## config.mk

```make
export PLATFORM = sky130hd
export DESIGN_NAME = memq_inorder
export DESIGN_NICKNAME = d
export VERILOG_FILES = /design/src/rtl/memq_pkg.sv /design/src/rtl/memq_ptrs.sv /design/src/rtl/memq_slots.sv /design/src/rtl/memq_head.sv /design/src/rtl/memq_inorder.sv
export SDC_FILE = /design/constraint.sdc
export NUM_CORES = 1
export LEC_CHECK = 0
export CORE_MARGIN = 2
export CORE_UTILIZATION = 30
export CTS_BUF_LIST = sky130_fd_sc_hd__clkbuf_4 sky130_fd_sc_hd__clkbuf_8 sky130_fd_sc_hd__clkbuf_16
export DETAILED_ROUTE_END_ITERATION = 10
export PLACE_DENSITY = 0.54
export SLEW_MARGIN = 20
export SYNTH_ARGS = -nofsm -noshare
export SYNTH_HDL_FRONTEND = slang
export SYNTH_SLANG_ARGS = --single-unit
```

## constraint.sdc

```tcl
create_clock -name clk -period 2.8 [get_ports clk]
set_input_delay 0.7 -clock clk [delete_from_list [all_inputs] [get_ports clk]]
set_output_delay 0.7 -clock clk [all_outputs]
set_load 0.02 [all_outputs]
```

## src/rtl/memq_pkg.sv

```systemverilog
package memq_pkg;
  typedef enum logic {
    OP_LOAD  = 1'b0,
    OP_STORE = 1'b1
  } mem_op_e;

  function automatic int unsigned idx_bits(input int unsigned depth);
    return (depth < 2) ? 1 : $clog2(depth);
  endfunction
endpackage

```

## src/rtl/memq_ptrs.sv

```systemverilog
module memq_ptrs #(
  parameter int unsigned DEPTH = 8,
  localparam int unsigned IDX_W = memq_pkg::idx_bits(DEPTH)
) (
  input  logic             clk,
  input  logic             rst_n,
  input  logic             push,
  input  logic             pop,
  input  logic             flush,
  output logic [IDX_W-1:0] head_idx,
  output logic [IDX_W-1:0] tail_idx,
  output logic             full,
  output logic             empty
);
  logic [IDX_W:0] head_q, tail_q;

  always_ff @(posedge clk) begin
    if (!rst_n) begin
      head_q <= '0;
      tail_q <= '0;
    end else if (flush) begin
      tail_q <= head_q;
    end else begin
      if (push) tail_q <= tail_q + 1'b1;
      if (pop)  head_q <= head_q + 1'b1;
    end
  end

  assign head_idx = head_q[IDX_W-1:0];
  assign tail_idx = tail_q[IDX_W-1:0];
  assign empty    = (head_q == tail_q);
  assign full     = (head_q[IDX_W-1:0] == tail_q[IDX_W-1:0]) &&
                    (head_q[IDX_W] != tail_q[IDX_W]);
endmodule

```

## src/rtl/memq_slots.sv

```systemverilog
module memq_slots #(
  parameter int unsigned DEPTH  = 8,
  parameter int unsigned ADDR_W = 32,
  parameter int unsigned DATA_W = 32,
  parameter int unsigned ROB_W  = 6,
  localparam int unsigned IDX_W = memq_pkg::idx_bits(DEPTH)
) (
  input  logic              clk,
  input  logic              rst_n,
  input  logic              flush,
  input  logic              alloc,
  input  logic [IDX_W-1:0]  tail_idx,
  input  logic              alloc_is_store,
  input  logic [ROB_W-1:0]  alloc_rob_id,
  input  logic              addr_wb_valid,
  input  logic [IDX_W-1:0]  addr_wb_tag,
  input  logic [ADDR_W-1:0] addr_wb_addr,
  input  logic              data_wb_valid,
  input  logic [IDX_W-1:0]  data_wb_tag,
  input  logic [DATA_W-1:0] data_wb_data,
  input  logic [IDX_W-1:0]  head_idx,
  input  logic              mark_done,
  input  logic              free,
  output logic              hd_is_store,
  output logic [ROB_W-1:0]  hd_rob_id,
  output logic [ADDR_W-1:0] hd_addr,
  output logic [DATA_W-1:0] hd_data,
  output logic              hd_addr_ok,
  output logic              hd_data_ok,
  output logic              hd_done
);
  logic [DEPTH-1:0]  live, is_store, addr_ok, data_ok, done;
  logic [ROB_W-1:0]  rob_id [DEPTH];
  logic [ADDR_W-1:0] addr   [DEPTH];
  logic [DATA_W-1:0] data   [DEPTH];

  for (genvar g = 0; g < DEPTH; g++) begin : g_slot
    logic sel_alloc, sel_addr, sel_data, sel_head;
    assign sel_alloc = alloc && (tail_idx == IDX_W'(g));
    assign sel_addr  = addr_wb_valid && (addr_wb_tag == IDX_W'(g)) && live[g];
    assign sel_data  = data_wb_valid && (data_wb_tag == IDX_W'(g)) && live[g];
    assign sel_head  = (head_idx == IDX_W'(g));

    always_ff @(posedge clk) begin
      if (!rst_n || flush) begin
        live[g]    <= 1'b0;
        addr_ok[g] <= 1'b0;
        data_ok[g] <= 1'b0;
        done[g]    <= 1'b0;
      end else begin
        if (sel_addr) addr_ok[g] <= 1'b1;
        if (sel_data) data_ok[g] <= 1'b1;
        if (mark_done && sel_head) done[g] <= 1'b1;
        if (free && sel_head) live[g] <= 1'b0;
        if (sel_alloc) begin
          live[g]    <= 1'b1;
          addr_ok[g] <= 1'b0;
          data_ok[g] <= 1'b0;
          done[g]    <= 1'b0;
        end
      end
    end

    always_ff @(posedge clk) begin
      if (sel_alloc) begin
        is_store[g] <= alloc_is_store;
        rob_id[g]   <= alloc_rob_id;
      end
      if (sel_addr) addr[g] <= addr_wb_addr;
      if (sel_data) data[g] <= data_wb_data;
    end
  end

  assign hd_is_store = is_store[head_idx];
  assign hd_rob_id   = rob_id[head_idx];
  assign hd_addr     = addr[head_idx];
  assign hd_data     = data[head_idx];
  assign hd_addr_ok  = live[head_idx] && addr_ok[head_idx];
  assign hd_data_ok  = data_ok[head_idx];
  assign hd_done     = live[head_idx] && done[head_idx];
endmodule

```

## src/rtl/memq_head.sv

```systemverilog
module memq_head #(
  parameter int unsigned ROB_W = 6
) (
  input  logic             empty,
  input  logic             flush,
  input  logic             hd_is_store,
  input  logic [ROB_W-1:0] hd_rob_id,
  input  logic             hd_addr_ok,
  input  logic             hd_data_ok,
  input  logic             hd_done,
  input  logic             rob_head_valid,
  input  logic [ROB_W-1:0] rob_head_id,
  input  logic             req_ready,
  output logic             req_valid,
  output logic             mark_done,
  output logic             free
);
  import memq_pkg::*;
  logic at_rob_head, store_go, load_go, fire;

  always_comb begin
    at_rob_head = rob_head_valid && (rob_head_id == hd_rob_id);
    store_go    = (mem_op_e'(hd_is_store) == OP_STORE) && hd_addr_ok &&
                  hd_data_ok && at_rob_head;
    load_go     = (mem_op_e'(hd_is_store) == OP_LOAD) && hd_addr_ok && !hd_done;
    req_valid   = !empty && !flush && (store_go || load_go);
    fire        = req_valid && req_ready;
    mark_done   = fire && !hd_is_store;
    free        = !empty && !flush &&
                  (hd_is_store ? fire : (hd_done && at_rob_head));
  end
endmodule

```

## src/rtl/memq_inorder.sv

```systemverilog
module memq_inorder #(
  parameter int unsigned DEPTH  = 8,
  parameter int unsigned ADDR_W = 32,
  parameter int unsigned DATA_W = 32,
  parameter int unsigned ROB_W  = 6,
  localparam int unsigned IDX_W = memq_pkg::idx_bits(DEPTH)
) (
  input  logic              clk,
  input  logic              rst_n,
  input  logic              flush,
  input  logic              disp_valid,
  output logic              disp_ready,
  input  logic              disp_is_store,
  input  logic [ROB_W-1:0]  disp_rob_id,
  output logic [IDX_W-1:0]  disp_tag,
  input  logic              addr_wb_valid,
  input  logic [IDX_W-1:0]  addr_wb_tag,
  input  logic [ADDR_W-1:0] addr_wb_addr,
  input  logic              data_wb_valid,
  input  logic [IDX_W-1:0]  data_wb_tag,
  input  logic [DATA_W-1:0] data_wb_data,
  input  logic              rob_head_valid,
  input  logic [ROB_W-1:0]  rob_head_id,
  output logic              req_valid,
  input  logic              req_ready,
  output logic              req_is_store,
  output logic [ADDR_W-1:0] req_addr,
  output logic [DATA_W-1:0] req_data,
  output logic [ROB_W-1:0]  req_rob_id,
  output logic              head_free,
  output logic              q_empty
);
  logic [IDX_W-1:0] head_idx, tail_idx;
  logic full, empty, push, mark_done, free;
  logic hd_is_store, hd_addr_ok, hd_data_ok, hd_done;
  logic [ROB_W-1:0]  hd_rob_id;
  logic [ADDR_W-1:0] hd_addr;
  logic [DATA_W-1:0] hd_data;

  assign disp_ready = !full && !flush;
  assign push       = disp_valid && disp_ready;
  assign disp_tag   = tail_idx;

  memq_ptrs #(.DEPTH(DEPTH)) u_ptrs (
    .clk(clk), .rst_n(rst_n), .push(push), .pop(free), .flush(flush),
    .head_idx(head_idx), .tail_idx(tail_idx), .full(full), .empty(empty)
  );

  memq_slots #(.DEPTH(DEPTH), .ADDR_W(ADDR_W), .DATA_W(DATA_W), .ROB_W(ROB_W)) u_slots (
    .clk(clk), .rst_n(rst_n), .flush(flush),
    .alloc(push), .tail_idx(tail_idx),
    .alloc_is_store(disp_is_store), .alloc_rob_id(disp_rob_id),
    .addr_wb_valid(addr_wb_valid), .addr_wb_tag(addr_wb_tag), .addr_wb_addr(addr_wb_addr),
    .data_wb_valid(data_wb_valid), .data_wb_tag(data_wb_tag), .data_wb_data(data_wb_data),
    .head_idx(head_idx), .mark_done(mark_done), .free(free),
    .hd_is_store(hd_is_store), .hd_rob_id(hd_rob_id), .hd_addr(hd_addr),
    .hd_data(hd_data), .hd_addr_ok(hd_addr_ok), .hd_data_ok(hd_data_ok), .hd_done(hd_done)
  );

  memq_head #(.ROB_W(ROB_W)) u_head (
    .empty(empty), .flush(flush),
    .hd_is_store(hd_is_store), .hd_rob_id(hd_rob_id),
    .hd_addr_ok(hd_addr_ok), .hd_data_ok(hd_data_ok), .hd_done(hd_done),
    .rob_head_valid(rob_head_valid), .rob_head_id(rob_head_id),
    .req_ready(req_ready), .req_valid(req_valid),
    .mark_done(mark_done), .free(free)
  );

  assign req_is_store = hd_is_store;
  assign req_addr     = hd_addr;
  assign req_data     = hd_data;
  assign req_rob_id   = hd_rob_id;
  assign head_free    = free;
  assign q_empty      = empty;
endmodule

```

==> results.json <==
{
  "status": "complete, but fails checks",
  "violations": "setup timing",
  "syn_avg_cell_area_sq_um": 21.1,
  "rsz0062_at_grt": "yes",
  "grt_max_degree": 42,
  "fin_area_sq_um": 31000,
  "dieWidth_um": 285,
  "hold_slack_ns": 0.466,
  "wl_mm": 59.5,
  "grt_pass1_wl_mm": 86.9,
  "routed-via-count": 12100,
  "placed_cells": 2379,
  "synth_edf_count": 568,
  "crit_path_start_kind": "flop",
  "avgRoutedWirePerCell_um": 23.2,
  "grt_usage_pct": 14.6,
  "ys.flop_type": "edfxtp_1",
  "fin_nets": 1567,
  "setup_tns_ns": -32.80,
  "firstDrtPassIters": 4,
  "cts_buffers": 69,
  "synth_common_cells": "edfxtp_1, mux4_2, mux2_2",
  "critPathCaptureType": "output port",
  "preCtsSetupSlack_ns": -0.866,
  "ir_drop_mv": 0.381,
  "worstPathRequired_ns": 2.10,
  "final.min_clock_period_ns": 3.59,
  "fin_crit_sh_pct": 128,
  "tightest_slew_ns": 0.542,
  "fmax_mhz": 279,
  "finalHoldViolations": 0,
  "crit_arrival_ns": 2.89,
  "setup_viol": 66,
  "port_buffers": 168,
  "path_buf_inv": 3,
  "detailed_place_hpwl_mm": 30.5,
  "skew_ns": 0.0185,
  "ys_types": 47,
  "drt-initial-drc-count": 714,
  "power.leakage_nw": 10.2,
  "layout.cells.non_filler": 2569,
  "route.antenna.remaining_nets": 0,
  "die_h_um": 285,
  "grt_pass1_vias": 13000,
  "fillers": 7065,
  "final_max_slew_viol_count": 0,
  "cts-root-buf": "clkbuf_16",
  "async_flop_share_pct": 0,
  "overflow": 0,
  "syn-num-nets": 1224,
  "clock_latency_ns": 0.60,
  "slowest_delay_ns": 0.54,
  "diodes": 0,
  "hold_buffers": 0,
  "clk_pin_slew_worst_paths_ns": 0.06,
  "drive_gt1_share_pct": 39.5,
  "post-synth-top-count-cell": "edfxtp_1",
  "placed_area_sq_um": 27500,
  "area_delta_synth_final_pct": 30.8,
  "synthesis.area_sq_um": 23700,
  "regToRegSetupSlack_ns": 0.04,
  "path_cells": "buf_12, buf_12, mux2_4, a2bb2oi_2, o211ai_4, xnor2_2, or4_4, o21a_1, nor3_4, buf_6",
  "viasPerCell": 4.73,
  "synth_top_area_share_pct": 72.0,
  "start_util_pct": 30.1,
  "cpLargestDelayFamily": "simple AND/OR/NAND/NOR gates",
  "routabilityCongestion": 0.762,
  "power.density_nw_per_um2": 630,
  "die_area_sq_um": 81200,
  "cts_htree_levels": 3,
  "crit_type": "flop to output port",
  "drc": 0,
  "yosys_warnings": 0,
  "yosysSeqAreaShare_pct": 75.6,
  "core_sq_um": 78600,
  "slew-limit-headroom_pct": 63.5,
  "io_pins": 169,
  "hold_class": "flop to flop",
  "maxCapViolCount": 0,
  "critPathSlowestCell": "or4_4",
  "fin_total_pwr_mw": 19.5,
  "synth_area_leader_cell": "edfxtp_1",
  "critical_path.max_fanout": 6,
  "final_util_pct": 39.4,
  "synth_area_leaders": "edfxtp_1, mux4_2, dfxtp_1",
  "clock_sinks": 611,
  "cts_buffer_depth": 3,
  "row_count": 103,
  "yosys_register_bits": 611,
  "cts_tree": "done",
  "critical_path.most_common_cell": "buf_12",
  "fin_ws_ns": -0.787,
  "syn_inst": 1121,
  "antenna_found_initial": 6
}
==> worst reg2reg max path, cell delays in order, from the launching register on <==
cell       delay (ns)
dfxtp_4          0.39
buf_12           0.13
buf_12           0.12
mux2_4           0.30
a2bb2oi_2        0.14
o211ai_4         0.11
xnor2_2          0.08
or4_4            0.54
buf_6            0.15
buf_6            0.12
or4_1            0.46
a21boi_1         0.15
==> layer usage <==
| layer | vias up | part of all wire [%] | wire length, um | GRT usage, % |
|---|---|---|---|---|
| met2 | 270 | 48 | 28400 | 23.7 |
| met5 | - | 0.13 | 80 | 0 |
| met1 | 6432 | 45 | 26700 | 19.7 |
| met3 | 86 | 5.1 | 3030 | 3.65 |
| li1 | 5343 | - | - | - |
| met4 | 12 | 2.1 | 1260 | 3.99 |
==> power by group <==
part | switching (mW) | internal, mW | leakage, nW | total [mW]
clock | 3.64 | 5.53 | 1.15 | 9.17
sequential | 0.00483 | 9.98 | 5.46 | 9.98
combinational | 0.206 | 0.179 | 3.58 | 0.385
==> cell families after synthesis <==
group / synth area share [%]
and+or+nand+nor: 2.60
xor gates and xnor gates: 0.259
AOI/OAI and AO/OA: 2.02
adders and majority gates: 0.634
muxes: 17.6
DFF: 75.6
buffers and inverters: 1.28
==> worst paths after layout <==
path | endpoint | depth (start not counted) | startpoint
setup reg to reg | u_ptrs.head_q[3] | 11 | flop
hold / removal | u_slots.data_ok[7] | 1 | u_slots.data_ok[7]
hold reg to reg | u_slots.data_ok[7] | 1 | u_slots.data_ok[7]
setup / recovery | req_valid | 10 | flop
==> cell type report <==
cell class,count,area [sq um],area share [%]
Inverter,13,48.8,0.157
Sequential cell,611,17900,57.9
Timing Repair Buffer,326,3660,11.8
Multi-Input combinational cell,443,5700,18.4
Clock buffer,83,1860,6.01
Tap cell,1050,1310,4.24
Clock inverter,43,473,1.53
==> timing repair <==
item / in CTS / in global routing
setup endpoints to repair: 78 / 78
setup buffers: 49 / 6
gates cloned: 17 / 0
resized for setup: 386 / 79
pin swaps: 10 / 6
==> flip-flops by register name (all words and copies together) (netlist names), 8 cells and up, named ones only <==
name,count
u_slots.addr,256
u_slots.addr_ok,8
u_slots.data,256
u_slots.data_ok,8
u_slots.done,8
u_slots.is_store,8
u_slots.live,8
u_slots.rob_id,48
==> layout by cell type (no fill, tap or decap), types with 7 or more instances in the layout <==
master	count
a31oi_1	8
and3_2	16
buf_12	31
buf_16	16
buf_2	32
buf_4	85
buf_6	49
bufinv_16	8
clkbuf_16	70
clkbuf_4	11
clkdlybuf4s15_2	9
clkdlybuf4s50_1	93
clkinv_1	15
clkinv_2	12
dfxtp_1	38
edfxtp_1	568
ha_1	12
inv_1	11
mux2_2	51
mux2_4	27
mux2i_1	19
mux4_2	136
nand2_1	16
nand3_1	9
nor2_1	29
nor2b_1	8
nor3_1	7
o211a_1	7
o21ai_0	17
Power figures use the tool's default switching activity.
